`config.mk`:
```
export PLATFORM = sky130hd
export DESIGN_NAME = audio_serial_rx
export DESIGN_NICKNAME = d
export VERILOG_FILES = /design/src/rtl/ars_pkg.sv /design/src/rtl/ars_sync.sv /design/src/rtl/ars_frame.sv /design/src/rtl/ars_capture.sv /design/src/rtl/audio_serial_rx.sv
export SDC_FILE = /design/constraint.sdc
export NUM_CORES = 1
export LEC_CHECK = 0
export BUFFER_PORTS_ARGS = -buffer_cell sky130_fd_sc_hd__buf_2
export CAP_MARGIN = 20
export CORE_AREA = 2 2 132 134
export DETAILED_ROUTE_END_ITERATION = 10
export DIE_AREA = 0 0 134 136
export GPL_TIMING_DRIVEN = 0
export PLACE_DENSITY_LB_ADDON = 0.08
export SETUP_SLACK_MARGIN = 0.1
export SYNTH_ARGS = -nofsm -noshare
export SYNTH_HDL_FRONTEND = slang
export SYNTH_SLANG_ARGS = --single-unit
```
`constraint.sdc`:
```
create_clock -name clk -period 5.79 [get_ports clk]
set_input_delay 0.8685 -clock clk [delete_from_list [all_inputs] [get_ports clk]]
set_output_delay 0.8685 -clock clk [all_outputs]
set_load 0.05 [all_outputs]
```
`src/rtl/ars_pkg.sv`:
```
package ars_pkg;

  localparam int SAMPLE_W = 24;

  typedef enum logic [2:0] {
    FMT_RJ24 = 3'b000,
    FMT_RJ20 = 3'b001,
    FMT_RJ18 = 3'b010,
    FMT_RJ16 = 3'b011,
    FMT_I2S  = 3'b100,
    FMT_LJ   = 3'b101,
    FMT_RSV6 = 3'b110,
    FMT_RSV7 = 3'b111
  } fmt_e;

  function automatic logic fmt_is_i2s(input logic [2:0] f);
    return f == FMT_I2S;
  endfunction

  function automatic logic fmt_is_rj(input logic [2:0] f);
    return f[2] == 1'b0;
  endfunction

  function automatic logic fmt_reserved(input logic [2:0] f);
    return f[2:1] == 2'b11;
  endfunction

  // number of meaningful bits per channel word
  function automatic int word_len(input logic [2:0] f);
    case (f)
      FMT_RJ20: return 20;
      FMT_RJ18: return 18;
      FMT_RJ16: return 16;
      default:  return SAMPLE_W;
    endcase
  endfunction

  // slot index of the MSB inside a half frame of hlen bit clocks
  function automatic int first_slot(input logic [2:0] f, input int hlen);
    if (fmt_is_rj(f) && hlen > word_len(f)) return hlen - word_len(f);
    return 0;
  endfunction

endpackage

```
`src/rtl/ars_sync.sv`:
```
module ars_sync #(
  parameter int WIDTH  = 3,
  parameter int STAGES = 2
) (
  input  logic             clk,
  input  logic             rst_n,
  input  logic [WIDTH-1:0] async_in,
  output logic [WIDTH-1:0] sync_out
);

  for (genvar g = 0; g < WIDTH; g++) begin : g_bit
    logic [STAGES-1:0] chain_q;
    always_ff @(posedge clk or negedge rst_n) begin
      if (!rst_n) chain_q <= '0;
      else        chain_q <= {chain_q[STAGES-2:0], async_in[g]};
    end
    assign sync_out[g] = chain_q[STAGES-1];
  end

endmodule

```
`src/rtl/ars_frame.sv`:
```
module ars_frame
  import ars_pkg::*;
#(
  parameter int MAX_HALF = 32,
  parameter int TIMEOUT  = 64,
  parameter int HOLD     = 3,
  localparam int IDX_W   = $clog2(MAX_HALF + 2),
  localparam int FCNT_W  = $clog2(2 * MAX_HALF + 2),
  localparam int TO_W    = $clog2(TIMEOUT + 1),
  localparam int UNMUTE  = 2 + HOLD,
  localparam int BND_W   = $clog2(UNMUTE + 1)
) (
  input  logic             clk,
  input  logic             rst_n,
  input  logic             bit_evt,
  input  logic             wclk_s,
  input  logic [2:0]       fmt,
  output logic [IDX_W-1:0] bit_idx,
  output logic [IDX_W-1:0] half_len,
  output logic             half_end,
  output logic             left_done,
  output logic             right_done,
  output logic             loss,
  output logic             muted
);

  localparam logic [IDX_W-1:0] IDX_MAX  = IDX_W'(MAX_HALF);
  localparam logic [IDX_W-1:0] IDX_LAST = IDX_W'(MAX_HALF - 1);
  localparam logic [TO_W-1:0]  TO_LAST  = TO_W'(TIMEOUT - 1);
  localparam logic [TO_W-1:0]  TO_END   = TO_W'(TIMEOUT);
  localparam logic [BND_W-1:0] BND_FULL = BND_W'(UNMUTE);
  localparam logic [BND_W-1:0] BND_REF  = BND_W'(2);

  logic              w_d1_q, w_prev_q;
  logic [IDX_W-1:0]  idx_q, hlen_q;
  logic [FCNT_W-1:0] fcnt_q, ref_q;
  logic [TO_W-1:0]   tcnt_q;
  logic [BND_W-1:0]  bnd_q;

  logic w_eff, left_lvl, chg, ovf, to_hit, mismatch;

  // I2S is handled as left-justified with the word clock delayed one bit
  assign w_eff    = fmt_is_i2s(fmt) ? w_d1_q : wclk_s;
  assign left_lvl = fmt_is_i2s(fmt) ? ~w_eff : w_eff;
  assign chg      = bit_evt && (w_eff != w_prev_q);

  assign half_end   = chg;
  assign right_done = chg && left_lvl;
  assign left_done  = chg && !left_lvl;

  assign bit_idx  = chg ? '0 : ((idx_q == IDX_MAX) ? idx_q : idx_q + 1'b1);
  assign half_len = chg ? idx_q + 1'b1 : hlen_q;

  assign ovf      = bit_evt && !chg && (idx_q == IDX_LAST);
  assign to_hit   = !bit_evt && (tcnt_q == TO_LAST);
  assign mismatch = right_done && (bnd_q >= BND_REF) && (fcnt_q != ref_q);
  assign loss     = ovf || to_hit || mismatch;
  assign muted    = bnd_q < BND_FULL;

  always_ff @(posedge clk or negedge rst_n) begin
    if (!rst_n) begin
      w_d1_q   <= 1'b0;
      w_prev_q <= 1'b0;
      idx_q    <= '0;
      hlen_q   <= '0;
      fcnt_q   <= '0;
    end else if (bit_evt) begin
      w_d1_q   <= wclk_s;
      w_prev_q <= w_eff;
      idx_q    <= bit_idx;
      if (chg) hlen_q <= idx_q + 1'b1;
      if (right_done)          fcnt_q <= FCNT_W'(1);
      else if (fcnt_q != '1)   fcnt_q <= fcnt_q + 1'b1;
    end
  end

  always_ff @(posedge clk or negedge rst_n) begin
    if (!rst_n)               tcnt_q <= '0;
    else if (bit_evt)         tcnt_q <= '0;
    else if (tcnt_q != TO_END) tcnt_q <= tcnt_q + 1'b1;
  end

  always_ff @(posedge clk or negedge rst_n) begin
    if (!rst_n) begin
      bnd_q <= '0;
      ref_q <= '0;
    end else if (loss) begin
      bnd_q <= '0;
    end else if (right_done) begin
      if (bnd_q != '0) ref_q <= fcnt_q;
      if (bnd_q != BND_FULL) bnd_q <= bnd_q + 1'b1;
    end
  end

  // any loss of framing mutes the outputs on the following cycle
  a_r7_loss_mutes: assert property (@(posedge clk) disable iff (!rst_n)
    loss |=> muted);

  // muting ends only on a frame boundary
  a_r7_unmute_on_boundary: assert property (@(posedge clk) disable iff (!rst_n)
    $fell(muted) |-> $past(right_done));

endmodule

```
`src/rtl/ars_capture.sv`:
```
module ars_capture
  import ars_pkg::*;
#(
  parameter int IDX_W = 6
) (
  input  logic                clk,
  input  logic                rst_n,
  input  logic                bit_evt,
  input  logic                data_s,
  input  logic [2:0]          fmt,
  input  logic [IDX_W-1:0]    bit_idx,
  input  logic [IDX_W-1:0]    half_len,
  input  logic                half_end,
  input  logic                left_done,
  input  logic                right_done,
  output logic [SAMPLE_W-1:0] left_q,
  output logic [SAMPLE_W-1:0] right_q,
  output logic                valid_q
);

  logic [SAMPLE_W-1:0] acc_q, acc_n, hold_l_q;
  int start, wl, rel;

  always_comb begin
    start = first_slot(fmt, int'(half_len));
    wl    = word_len(fmt);
    rel   = int'(bit_idx) - start;
    acc_n = half_end ? '0 : acc_q;
    if (rel >= 0 && rel < wl) acc_n[5'(SAMPLE_W - 1 - rel)] = data_s;
  end

  always_ff @(posedge clk or negedge rst_n) begin
    if (!rst_n) begin
      acc_q    <= '0;
      hold_l_q <= '0;
      left_q   <= '0;
      right_q  <= '0;
      valid_q  <= 1'b0;
    end else begin
      valid_q <= bit_evt && right_done;
      if (bit_evt) acc_q <= acc_n;
      if (left_done) hold_l_q <= acc_q;
      if (right_done) begin
        left_q  <= hold_l_q;
        right_q <= acc_q;
      end
    end
  end

  // the pair strobe never lasts two cycles
  a_r6_valid_single: assert property (@(posedge clk) disable iff (!rst_n)
    valid_q |=> !valid_q);

  // the strobe follows completion of a right channel
  a_r6_valid_after_right: assert property (@(posedge clk) disable iff (!rst_n)
    valid_q |-> $past(right_done));

endmodule

```
`src/rtl/audio_serial_rx.sv`:
```
module audio_serial_rx
  import ars_pkg::*;
#(
  parameter int MAX_HALF    = 32,
  parameter int TIMEOUT     = 64,
  parameter int HOLD        = 3,
  parameter int SYNC_STAGES = 2
) (
  input  logic        clk,
  input  logic        rst_n,
  input  logic        bclk_in,
  input  logic        wclk_in,
  input  logic        sdata_in,
  input  logic [2:0]  fmt_in,
  output logic [23:0] left_out,
  output logic [23:0] right_out,
  output logic        pair_valid,
  output logic        muted_out,
  output logic        lock_lost
);

  localparam int IDX_W = $clog2(MAX_HALF + 2);

  logic [2:0] link_s;
  logic       bclk_d_q, bit_evt;
  logic [IDX_W-1:0] bit_idx, half_len;
  logic half_end, left_done, right_done, frame_muted;
  logic [SAMPLE_W-1:0] left_q, right_q;

  ars_sync #(.WIDTH(3), .STAGES(SYNC_STAGES)) u_sync (
    .clk(clk), .rst_n(rst_n),
    .async_in({sdata_in, wclk_in, bclk_in}),
    .sync_out(link_s)
  );

  always_ff @(posedge clk or negedge rst_n) begin
    if (!rst_n) bclk_d_q <= 1'b0;
    else        bclk_d_q <= link_s[0];
  end
  assign bit_evt = link_s[0] && !bclk_d_q;

  ars_frame #(.MAX_HALF(MAX_HALF), .TIMEOUT(TIMEOUT), .HOLD(HOLD)) u_frame (
    .clk(clk), .rst_n(rst_n), .bit_evt(bit_evt), .wclk_s(link_s[1]),
    .fmt(fmt_in), .bit_idx(bit_idx), .half_len(half_len),
    .half_end(half_end), .left_done(left_done), .right_done(right_done),
    .loss(lock_lost), .muted(frame_muted)
  );

  ars_capture #(.IDX_W(IDX_W)) u_cap (
    .clk(clk), .rst_n(rst_n), .bit_evt(bit_evt), .data_s(link_s[2]),
    .fmt(fmt_in), .bit_idx(bit_idx), .half_len(half_len),
    .half_end(half_end), .left_done(left_done), .right_done(right_done),
    .left_q(left_q), .right_q(right_q), .valid_q(pair_valid)
  );

  assign muted_out = frame_muted || fmt_reserved(fmt_in);
  assign left_out  = muted_out ? '0 : left_q;
  assign right_out = muted_out ? '0 : right_q;

  // a detected bit-clock rise is a single-cycle event
  a_r6_edge_single: assert property (@(posedge clk) disable iff (!rst_n)
    bit_evt |=> !bit_evt);

  // a pair strobe under mute carries zero data
  a_r11_muted_zero: assert property (@(posedge clk) disable iff (!rst_n)
    (pair_valid && muted_out) |-> (left_out == 24'd0 && right_out == 24'd0));

endmodule

```
# Word-level counts from Yosys, hierarchy flattened
# Cells that the tools add are included.
[word_totals] mem_count=0 elab_cells=99 romBits=0 register_bits=142 output_inout_bits=51 ram_bits=0 inputBits=8 latchBits=0
[op_classes] muxes=24 div_mod_pow=0 n_shift=0 n_eq_ne=13 bitwise_logic=3 magnitude_cmp=7 n_addsub=7 reduce_logical=28 mul=0
[op_table] cell="$mux 24" n=4
[op_table] cell="$mux 32" n=3
[op_table] cell="$sub 7x32->32" n=2
[op_table] cell="$ge 32x1->1 const B" n=1
[op_table] cell="$lt 32x6->1" n=1
[op_table] cell="$mux 7" n=4
[op_table] cell="$bwmux 24" n=1
[op_table] cell="$mux 6" n=3
[op_table] cell="$add 7x1->7 const B" n=2
[op_table] cell="$ne 7x7->1 const B" n=2
[op_table] cell="$logic_and 1x1->1" n=13
[op_table] cell="$pmux 4 s3" n=1
[op_table] cell="$mux 3" n=3
[op_table] cell="$reduce_bool 2->1" n=4
[op_table] cell="$eq 7x6->1 const B" n=1
[op_table] cell="$lt 5x7->1 const B" n=1
[op_table] cell="$ne 7x7->1" n=1
[op_table] cell="$add 6x1->6 const B" n=1
[op_table] cell="$eq 3x2->1 const B" n=2
[op_table] cell="$eq 6x5->1 const B" n=1
[op_table] cell="$eq 6x6->1 const B" n=1
[op_table] cell="$gt 6x5->1" n=1
[op_table] cell="$demux 1 s5" n=1
[op_table] cell="$ge 5x1->1 const B" n=1
[op_table] cell="other kinds (16)" n=27

# Depth between registers and ports, before layout
# Gate-level depths: netlist of the first run.
[logic_depth] word_depth=19 ltp_mapped=29 mapped_depth_nobuf=27

# Hierarchy
# Synthesis of the first run repeated with hierarchy kept, for this count alone.
[unflattened] hier_cells=637 area_unflattened_um2=7315.8
[by_module_without_submodules] mod="ars_capture" area_per_inst_um2=4485.6 instances=1 cells_each=356 seq_area_each_um2=2427.3
[by_module_without_submodules] mod="ars_frame" area_per_inst_um2=2254.7 instances=1 cells_each=215 seq_area_each_um2=950.9
[by_module_without_submodules] mod="audio_serial_rx" area_per_inst_um2=402.9 instances=1 cells_each=57 seq_area_each_um2=25.0
[by_module_without_submodules] mod="ars_sync" area_per_inst_um2=172.7 instances=1 cells_each=9 seq_area_each_um2=150.1

# Least setup slack after synthesis of the first run
# OpenSTA, ideal clock, no wires.
[synth_timing] kind="input port to flip-flop" startpoint="input port fmt_in[1]" endpoint="register u_cap.acc_q[21]" required_time_ns=5.721 n_path_buf=2 setup_time_ns=0.069 arrival_time_ns=6.010 cell_stages=26 path_slack_ns=-0.289 cell_sequence="or3b_1 -> buf_6 -> a211oi_4 -> nor2_1 -> clkbuf_1 -> nand2_1 -> o21ai_0 -> ha_1 -> nand3_1 -> nand2_1 -> a311oi_2 -> nor3_1 -> and2_1 -> ha_1 -> inv_1 -> fa_1 -> a21o_1 -> a21oi_1 -> nand2b_1 -> nor2b_1 -> inv_1 -> ha_1 -> nor4_1 -> nand2_1 -> or4_1 -> nand3_1"
[synth_via] elab_chain_cells=17 word_cells_on_any_way=30 classes_between="add/sub: 3; order compare: 5; eq/ne: 5; mux: 13; reduce/logical: 4"
[synth_lines] element="from (decl)" line_no="audio_serial_rx.sv:14" rtl="input logic [2:0] fmt_in,"
[synth_lines] element="$eq 3x3->1 (*)" line_no="ars_pkg.sv:17" rtl="return f == FMT_I2S;"
[synth_lines] element="$mux 1 (*)" line_no="ars_frame.sv:43" rtl="assign w_eff = fmt_is_i2s(fmt) ? w_d1_q : wclk_s;"
[synth_lines] element="$ne 1x1->1 (*)" line_no="ars_frame.sv:45" rtl="assign chg = bit_evt && (w_eff != w_prev_q);"
[synth_lines] element="$logic_and 1x1->1 (*)" line_no="ars_frame.sv:45"
[synth_lines] element="$mux 6 (*)" line_no="ars_frame.sv:52" rtl="assign half_len = chg ? idx_q + 1'b1 : hlen_q;"
[synth_lines] element="net half_len[2]" line_no="audio_serial_rx.sv:26" rtl="logic [IDX_W-1:0] bit_idx, half_len;"
[synth_lines] element="branches (longest 3 deep; another with $sub 7x32->32)"
[synth_lines] element="$mux 32 (*)" line_no="ars_pkg.sv:41" rtl="return 0;"
[synth_lines] element="$sub 7x32->32 (*)" line_no="ars_capture.sv:27" rtl="rel = int'(bit_idx) - start;"
[synth_lines] element="$sub 5x5->5" line_no="ars_capture.sv:29" rtl="if (rel >= 0 && rel < wl) acc_n[5'(SAMPLE_W - 1 - rel)] = data_s;"
[synth_lines] element="$lt 5x7->1 (not written as such) or $ge 5x1->1 (tied branches)" line_no="ars_capture.sv:29"
[synth_lines] element="$logic_and 1x1->1 (not written as such)" line_no="ars_capture.sv:29"
[synth_lines] element="$mux 1 (not written as such)" line_no="ars_capture.sv:29"
[synth_lines] element="$demux 1 s5"
[synth_lines] element="$bwmux 24" line_no="ars_capture.sv:29"
[synth_lines] element="$mux 24 (*)" line_no="ars_capture.sv:29"
[synth_lines] element="to (signal assigned)" line_no="ars_capture.sv:41" rtl="if (bit_evt) acc_q <= acc_n;"
[synth_lines] element="to (decl)" line_no="ars_capture.sv:21" rtl="logic [SAMPLE_W-1:0] acc_q, acc_n, hold_l_q;"
# Mark *: on every way through the listed nets, which the timed path passes. The select of a mux whose other input is x is not followed.
# A chain may end at the register's enable or synchronous reset.

# Worst setup path in the final report of the first run
[layout_timing] startpoint="input port fmt_in[1]" endpoint="register u_cap.acc_q[8]"
[layout_via] elab_chain_cells=17 word_cells_on_any_way=30 classes_between="add/sub: 3; order compare: 5; eq/ne: 5; mux: 13; reduce/logical: 4"
[layout_lines] element="branches (longest 16 deep; another with $sub 7x32->32)"
[layout_lines] element="$mux 24 (*)" line_no="ars_capture.sv:29"
# Mark *: on every way between the ends. The select of a mux whose other input is x is not followed.

==> results.md, run 1 <==
* Status: finished, final reports clean
* Placed cell areas at slightly above 8000 um^2
* Syn-to-layout area delta at 26.1%
* Avg Cell Area, Syn at 10.8 um^2
* Crit path from: fmt_in[1]
* CTS tree: done
* Post-layout util at 55.3%
* CP Launch Type: input pin
* Asr flop ratio synth at 100%
* Largest family of logic cells by synthesized area: simple AND/OR/NAND/NOR gates
* RSZ-0062 raised after global routing: false
* Overall routed net length at 18,400 um
* Slowest cell on crit path: or4_1
* Yosys top cell area share at 48.0%
* DRC viols at 0
* Reg2Reg Setup Slack at 0.41 ns
* IO buf count at slightly below 60
* Pwr Total at a little under 0.006 W
* Most used DFF post-synth: dfrtp_1
* Layout cell share with drive strength beyond 1 at between 30% and 40%
* H-tree levels at 4
* PD cells at roughly 630 nW/um^2
* Final instance area at 9340 um^2
* Worst Hold Class: in -> async
* CTS Buf Count at 17
* Worst Tran Pin Value at 0.894 ns
* First-pass GRT wire length at 29,800 um
* Slowest stage delay, CP at 0.52 ns
* M3 GR Usage at under 10%
* Post-synthesis register bit count at 142
* EDFF count, synth at 0
* Gate Count Post-Synth at 686
* Site Rows at 48
* Final setup margin at 0.272 ns
* Min Tclk post-route at ~5.5 ns
* Num Clock Sinks at 142
* Biggest area consumer among synthesized cells: dfrtp_1
* Initial antenna violation count at 0
* Setup TNS at 0 ns
* Clock Skews at approximately 0.010 ns
* Complex-gate fraction of the synthesized area at 8.27%
* Clk_lat worst skew at 0.43 ns
* Vias in the first global route at approximately 5,600
* Synth warn at 0
* Die Area at 18,200 um^2
* Commonest non-fill, non-tap cells in the layout: dfrtp_1 (142), nand2_1 (84), mux2_2 (74)
* Die W at 134 um
* Placement Setup Slack at -0.899 ns
* ANT cells at 0
* VDD IR-drop max at 0.608 mV
* Setup violators final at 0
* Chip height at ~140 um
* Met2 usage at 34.1%
* Critical path data arrival time at 5.89 ns
* Relative slew slack at 40.4%
* Final Slew Violations at 0
* Adder-Cell Fraction of Synth Area at 4.43%
* Routed len/inst at around 18 um
* CTS Hold Bufs at 0
* Vias/cell at 5.41
* Clk slew on worst S/H paths at 0.07 ns
* GP Congestion at ~0.9
* 1st-pass router iterations at 4
* Largest net degree at the start of global routing at between 100 and 150
* Synth top area cells: dfrtp_1 (48%), mux2_2 (11%), nand2_1 (4.7%)
* Post-detail-place hpwl at 12,600 um
* Synth Area in Simple Gates at 19.5%
* GRT Total Usage at 21.1%
* Gr ovfl total at 0
* Core ar. at 16,900 um^2
* Synth cell types at 65
* Commonest non-fill, non-tap cell in the layout: dfrtp_1
* Clk root buf: clkbuf_16
* Fin nets at roughly 820
* P_leak at slightly above 4 nW
* Met1 global-route usage at 29.1%
* CTS max path bufs at 2
* Period utilization at 95.3%
* Mux contribution to synthesized area at 12.9%
* CP dominant cell by count: inv_2
* Vias at 5,567
* Iter 0 DRT Violations at 323
* Critical Path RT at 6.16 ns
* Seq/Total Area, Yosys at between 40 and 50%
* WS Path Type: in -> reg
* Fin. Hold Viols at 0
* Crit path to: u_cap.acc_q[8]
* Post-Syn Nets at roughly 720
* Nature of the critical path endpoint: flop
* Synth Area in XOR/XNOR at 3.08%
* Initial Util at ~44%
* Worst r2r path cells at 27
* RR Endpoint: u_cap.acc_q[8]
* Global route hottest layer: met2
* I/O pin total at 59
* Max cap viols at 0
* Crit path max fanout at 6
* Synthesized cell area at 7400 um^2
* Antenna viol nets, final at 0
* Fmax at between 0.15 and 0.2 GHz
* Reg2reg start: bclk_d_q
## area by class of cell
class,count,area [um^2]
plain buffers,39,285
flip-flops and latches,142,3550
well taps,225,282
repair buffers,86,553
multi-input cells,488,4010
inverters,17,63.8
clock buffers,18,439
fillers,1469,7540
clock inverters,14,149
## flip-flops by register name (all words and copies together), names as in the netlist
register	flops
u_cap.acc_q	24
u_cap.hold_l_q	24
u_cap.left_q	24
u_cap.right_q	24
u_frame.fcnt_q	7
u_frame.ref_q	7
u_frame.tcnt_q	7
u_frame.hlen_q	6
u_frame.idx_q	6
u_sync.g_bit.chain_q	6
u_frame.bnd_q	3
bclk_d_q	1
u_cap.valid_q	1
u_frame.w_d1_q	1
u_frame.w_prev_q	1
## what timing repair did
action                     CTS  global route
cloned                       2             0
resized for setup           82            39
setup buffers               15            10
pin swaps                   22            22
setup endpoints to repair   24            24
## Yosys cell counts, types with 4 or more instances
master    instances
a21oi_1          10
and2_1           49
buf_1             5
buf_2             9
buf_6             5
clkbuf_1         15
dfrtp_1         142
ha_1             23
inv_1            16
mux2_1            7
mux2_2           74
mux2i_1           4
nand2_1          92
nand2b_1          7
nand3_1          28
nand4_1           4
nor2_1           33
nor2b_1           7
nor3_1            5
nor3b_1           4
o21ai_0          12
o311ai_0         16
o311ai_1          8
o31ai_1           4
o41a_1            4
or2_2             5
or4_1            20
xnor2_1          10
xor2_1           16
## layer usage
metal,part of all wire (%),vias to the layer above,wire (um)
met5,0,-,0
met4,1.9,0,345
met3,3.7,29,675
met2,47,114,8670
met1,47,2782,8690
li1,-,2642,-
## where the power goes
part | switching, W | total, W | internal [W]
sequential | 0.000331 | 0.00173 | 0.00140
clock | 0.000479 | 0.00110 | 0.000619
combinational | 0.00173 | 0.00300 | 0.00128
## per-stage QoR
stage,hold WS [ns],std cells
after floorplan,0.331,686
after global placement,0.332,969
after detailed placement,0.338,970
after CTS,0.353,1019
after global routing,0.357,1029
final,0.350,1029
## critical path, delay by kind of cell
family                   cells  cell delay (ns)
buffers and inverters        8             0.71
AO/OA/AOI/OAI                4             0.70
adder cells (fa/ha/maj)      4             0.92
AND/OR/NAND/NOR             14             2.68
## cells by family after synthesis
family                     count (synthesis)
buffers and inverters                     56
DFF                                      142
and+or+nand+nor                          275
muxes                                     85
xor gates and xnor gates                  26
adders and majority gates                 25
AOI/OAI and AO/OA                         77
## worst min path at each step
stage                                          start  slack (ns)                    endpoint  cells after the start
final                                          rst_n        0.35           u_frame.fcnt_q[4]                      1
after global routing      u_sync.g_bit[1].chain_q[0]        0.36  u_sync.g_bit[1].chain_q[1]                      0
after CTS                 u_sync.g_bit[1].chain_q[0]        0.35  u_sync.g_bit[1].chain_q[1]                      0
after detailed placement  u_sync.g_bit[1].chain_q[0]        0.34  u_sync.g_bit[1].chain_q[1]                      0
after global placement    u_sync.g_bit[2].chain_q[0]        0.33  u_sync.g_bit[2].chain_q[1]                      0
after floorplan           u_sync.g_bit[0].chain_q[0]        0.33  u_sync.g_bit[0].chain_q[1]                      0
Power figures use the tool's default switching activity.
==> run 2, diff against run 1 <==
RECOVER_POWER = 100   (was default)
==> run 2 against run 1 <==
  * The flow now finishes with violations (max-capacitance violations, max-slew violations)
  * Clock power about the same
  * Routed wire length decreased by 0.14%
  * Clock-buffer cell count unchanged
  * First-iteration DRC count increased by 7.1%
  * Largest cell class unchanged
==> results.md, run 2 (same netlist as run 1, synthesis figures left out) <==
* RR Endpoint: u_cap.acc_q[8]
* Overall routed net length at 18,400 um
* Clk slew on worst S/H paths at 0.07 ns
* Commonest non-fill, non-tap cells in the layout: dfrtp_1 (142), nand2_1 (84), clkbuf_1 (74), mux2_2 (74), and2_1 (48)
* Critical path data arrival time at just under 6 ns
* Max cap viols at 2
* Worst Hold Class: reg -> reg
* Routed len/inst at 17.8 um
* Worst path bufs/invs at 8
* Gr ovfl total at 0
* Site Rows at 48
* 1st-pass router iterations at 5
* Vias at 5,581
* Iter 0 DRT Violations at 346
* CP Launch Type: input pin
* Core ar. at 16,900 um^2
* Vias/cell at 5.42
* Worst Tran Pin Value at ~2.4 ns
* Die W at between 100 and 150 um
* Post-detail-place hpwl at 12,600 um
* GRT Total Usage at 21.1%
* Clock Skews at 0.0154 ns
* Worst r2r path cells at 27
* Antenna viol nets, final at 0
* Die Area at around 18,000 um^2
* HP Start: u_sync.g_bit[1].chain_q[0]
* Crit path max fanout at 6
* VDD IR-drop max at roughly 0.6 mV
* CTS Buf Count at 17
* Chip height at between 100 and 150 um
* Clk_lat worst skew at around 0.43 ns
* Final Slew Violations at between 100 and 150
* Status: finished with violations
* Placement Setup Slack at -0.899 ns
* Hold slack at roughly 0.35 ns
* Fmax at 0.181 GHz
* Critical path's top delay family: simple AND/OR/NAND/NOR gates
* First-pass GRT wire length at 29,800 um
* GP Congestion at ~0.90
* CTS tree: done
* IO buf count at a little under 60
* P_leak at 3.78 nW
* CTS max path bufs at 2
* Slowest cell on crit path: or4_1
* Clk root buf: clkbuf_16
* Setup TNS at 0 ns
* PD cells at ~630 nW/um^2
* Fin. Hold Viols at 0
* Min Tclk post-route at between 5 and 6 ns
* Reg2Reg Setup Slack at 0.43 ns
* Failing checks: max-capacitance violations, max-slew violations
* ANT cells at 0
* Commonest non-fill, non-tap cell in the layout: dfrtp_1
* Post-layout util at 54.6%
* Setup violators final at 0
* Fin nets at just over 800
* Slowest stage delay, CP at just over 0.5 ns
* Min-Delay Endpoint: u_sync.g_bit[1].chain_q[1]
* Layout cell share with drive strength beyond 1 at 29.4%
* Vias in the first global route at 5,554
* I/O pin total at 59
* RSZ-0062 raised after global routing: false
* Syn-to-layout area delta at 24.4%
* WS Path Type: in -> reg
* Relative slew slack at -60.5%
* Nature of the critical path endpoint: flop
* DRC viols at 0
* Final setup margin at approximately 0.25 ns
* Num Clock Sinks at 142
* Initial antenna violation count at 0
* Critical Path RT at 6.15 ns
* CP dominant cell by count: inv_2
* Largest net degree at the start of global routing at around 100
* H-tree levels at 4
* Initial Util at 43.9%
* Reg2reg start: bclk_d_q
* Count of cells along the worst hold path at 0
* CTS Hold Bufs at 0
* Critical path depth at 30
* Period utilization at approximately 96%
[run 2: cell count changes in the layout (fill, tap and decap cells not counted), sizes merged]
cell and change:
clkbuf +64, buf -64
[run 2: worst max-delay path by stage]
stage	from	to	slack, ns
floorplan	fmt_in[1]	u_cap.acc_q[5]	0.08
global placement	fmt_in[2]	u_cap.acc_q[6]	-0.83
detailed placement	fmt_in[2]	u_cap.acc_q[6]	-0.90
CTS	fmt_in[0]	u_cap.acc_q[18]	0.11
global route	fmt_in[1]	u_cap.acc_q[8]	0.02
finish	fmt_in[1]	u_cap.acc_q[8]	0.25
[run 2: area by class of cell]
| class | instances | area, um^2 |
|---|---|---|
| plain buffers | 39 | 267 |
| clock buffers | 18 | 439 |
| well taps | 225 | 282 |
| flip-flops and latches | 142 | 3550 |
| repair buffers | 86 | 449 |
| inverters | 17 | 63.8 |
| clock inverters | 14 | 149 |
| multi-input cells | 488 | 4010 |
| fillers | 1509 | 7670 |
[run 2: metrics by stage]
stage / cell area, um^2 / cells / power, W
after global placement: 8030 / 969 / 0.00394
after floorplan: 7460 / 686 / 0.00336
after CTS: 9110 / 1019 / 0.00569
final: 9210 / 1029 / 0.00580
after detailed placement: 8070 / 970 / 0.00400
after global routing: 9210 / 1029 / 0.00619
[run 2: report_power, final]
group          leakage [nW]  internal [W]  switching, W  total, W
registers              1.66       0.00140      0.000331   0.00173
clock network         0.278      0.000620      0.000473   0.00109
logic                  1.83       0.00125       0.00172   0.00297
[run 2: per-layer routing]
metal	wire (um)	global-route usage (%)
met3	595	3.36
met5	0	0
met1	8720	29.1
met2	8840	34.1
met4	206	6.91
[run 2: what timing repair did]
item,in CTS,in global routing
buffers inserted,15,10
gates resized for setup,82,39
pin swaps,22,22
endpoints found under the setup margin,24,24
cloned,2,0
==> run 3, diff against run 2 <==
CORE_AREA = 2 2 131 133   (was 2 2 132 134)
DIE_AREA = 0 0 133 135   (was 0 0 134 136)
SYNTH_HIERARCHICAL = 1   (was default)
clock period = 5 ns   (was 5.79 ns; I/O delays follow)
==> run 3 against run 2 <==
  * The flow finishes with violations (max-capacitance violations, max-slew violations, negative setup slack)
  * Critical path depth is 4 lower
  * Global-route usage decreased by 2.2 points
  * Clock skew fell by 0.0087 ns
  * Non-clock buffer count increased by 11
  * Cell count decreased by 3.6%
  * Largest cell class unchanged
  * Largest power group unchanged
==> results.md, run 3 <==
* Status: finished with violations
* Seq/Total Area, Yosys at slightly below 50%
* Critical path data arrival time at 5.82 ns
* VDD IR-drop max at 0.308 mV
* Fin nets at 793
* Slowest stage delay, CP at 0.43 ns
* DRC viols at 0
* 1st-pass router iterations at 4
* Clk_lat worst skew at between 0.4 and 0.5 ns
* Combinational power share at around 45%
* Final Slew Violations at 64
* CTS Hold Bufs at 0
* First-pass GRT wire length at 26,700 um
* Synth warn at 6
* Clock Skews at 0.00671 ns
* Clk root buf: clkbuf_16
* CP Launch Type: input pin
* Avg Cell Area, Syn at 11.5 um^2
* Dpl cells at roughly 920
* Clock power share at 25.9%
* Routed len/inst at between 15 and 20 um
* CTS max path bufs at 2
* Final setup margin at -0.552 ns
* Failing checks: max-capacitance violations, max-slew violations, negative setup slack
* Setup TNS at -10.90 ns
* Fmax at 0.180 GHz
* Synthesized cell area at around 7300 um^2
* Core ar. at around 16,000 um^2
* Fin. Hold Viols at 0
* Worst Tran Pin Value at about 3.2 ns
* Hold slack at 0.348 ns
* Yosys top cell area share at 48.6%
* CTS Buf Count at 17
* ANT cells at 0
* Initial antenna violation count at 0
* P_leak at 4.55 nW
* Post-detail-place hpwl at 11,000 um
* Chip height at between 100 and 150 um
* Layout cell share with drive strength beyond 1 at 42.4%
* Post-synthesis register bit count at 142
* Antenna viol nets, final at 0
* Site Rows at 47
* Syn-to-layout area delta at 27.8%
* Worst Hold Class: reg -> reg
* Setup violators final at 24
* Gr ovfl total at 0
* Asr flop ratio synth at 100%
* Vias at approximately 5,100
* RSZ-0062 raised after global routing: true
* Initial Util at 44.6%
* I/O pin total at 59
* Period utilization at 111%
* Cell with the most instances after synthesis: dfrtp_1
* Gate Count Post-Synth at 637
* Switching fraction of total power at 35.1%
* Slowest cell on crit path: or3b_4
* Crit path max fanout at 5
* Clk slew on worst S/H paths at 0.06 ns
* Nature of the critical path endpoint: flop
* Num Clock Sinks at 142
* Post-Layout Cell Count at 992
* Commonest non-fill, non-tap cell in the layout: dfrtp_1
* H-tree levels at 4
* Commonest non-fill, non-tap cells in the layout: dfrtp_1 (142), mux2_2 (81), buf_2 (53)
* Reg power frac at a little under 30%
* CTS tree: done
* Post-layout util at 57.0%
* Largest net degree at the start of global routing at 81
* Die Area at ~18,000 um^2
* Relative slew slack at -116%
* Vias in the first global route at about 5,200
* Most used DFF post-synth: dfrtp_1
* IO buf count at 58
* GRT Total Usage at 18.9%
* GP Congestion at just under 0.9
* Biggest area consumer among synthesized cells: dfrtp_1
* Commonest cells post-synth: dfrtp_1 (142), mux2_2 (81), nand2_1 (47)
* Die W at 133 um
* Placement Setup Slack at -1.58 ns
* Overall routed net length at 16,200 um
* Iter 0 DRT Violations at approximately 250
* WS Path Type: in -> reg
* Synth cell types at 65
* Post-Syn Nets at about 670
* Max cap viols at 1
* P_sw at 0.00180 W
* Vias/cell at 5.13
* Cell internal pwr at 0.00333 W
* PD cells at between 500 and 600 nW/um^2
* EDFF count, synth at 0
* Critical Path RT at 5.27 ns
* Synth top area cells: dfrtp_1 (49%), mux2_2 (12%), ha_1 (4.1%)
* Min Tclk post-route at approximately 5.6 ns
==> run 3: metrics by stage <==
step,total power (W),area (um^2)
finish,0.00514,9350
global route,0.00544,9350
CTS,0.00478,9110
detailed placement,0.00293,7980
global placement,0.00288,7950
floorplan,0.00261,7380
==> run 3: worst paths after layout <==
| check | depth (start not counted) | slack, ns | endpoint | start |
|---|---|---|---|---|
| worst max-delay path | 26 | -0.55 | u_cap/acc_q[10] | fmt_in[0] |
| worst min-delay path | 0 | 0.35 | u_sync/g_bit[1].chain_q[1] | u_sync/g_bit[1].chain_q[0] |
| worst max register to register | 25 | -0.43 | u_cap/acc_q[10] | u_sync/g_bit[0].chain_q[1] |
| worst min register to register | 0 | 0.35 | u_sync/g_bit[1].chain_q[1] | u_sync/g_bit[1].chain_q[0] |
| max in group asynchronous | 2 | 1.00 | u_frame/idx_q[4] | rst_n |
| min in group asynchronous | 1 | 1.40 | u_cap/left_q[2] | rst_n |
==> run 3: power by group through the flow <==
stage / logic, W / clock network, W / registers [W]
CTS: 0.00190 / 0.00136 / 0.00152
finish: 0.00229 / 0.00133 / 0.00151
detailed placement: 0.00139 / 0 / 0.00154
floorplan: 0.00113 / 0 / 0.00148
global placement: 0.00135 / 0 / 0.00153
global route: 0.00248 / 0.00142 / 0.00155
==> run 3: layout make-up <==
cell class                 count  area [um^2]
sequential                   142         3550
clock inverter                14          190
timing repair buffer         103          707
tap                          220          275
inverter                      21         78.8
multi-input combinational    441         3900
clock buffer                  18          429
fill                        1380         7060
buffer                        33          215
==> run 3: repair_timing <==
action	CTS	global route
endpoints found under the setup margin	24	24
gates cloned	1	1
resized for setup	48	40
buffers inserted	37	8
pin swaps	24	29
==> run 3: kinds of logic (layout without fill, tap and decap cells) <==
family / Yosys count / after routing / synth area share, %
adders and majority gates: 26 / 26 / 4.65
DFF: 142 / 142 / 48.6
xor gates and xnor gates: 23 / 23 / 3.01
buffers and inverters: 54 / 189 / 3.76
and+or+nand+nor: 211 / 211 / 15.9
AOI/OAI and AO/OA: 62 / 62 / 5.66
muxes: 119 / 119 / 18.4
==> run 3: worst max-delay path, delay by kind of cell <==
| kind | cells | cell delay, ns |
|---|---|---|
| xor gates and xnor gates | 1 | 0.15 |
| and+or+nand+nor | 10 | 1.87 |
| muxes | 3 | 0.83 |
| adders and majority gates | 4 | 1.01 |
| AOI/OAI and AO/OA | 4 | 0.87 |
| buffers and inverters | 4 | 0.34 |
==> run 3: per-layer routing <==
metal / vias up / wire length, um / GRT usage, % / part of all wire (%)
li1: 2437 / - / - / -
met1: 2525 / 7040 / 23.4 / 44
met2: 99 / 8240 / 32.4 / 51
met3: 31 / 524 / 3.87 / 3.2
met4: 0 / 352 / 7.95 / 2.2
met5: - / 0 / 0 / 0
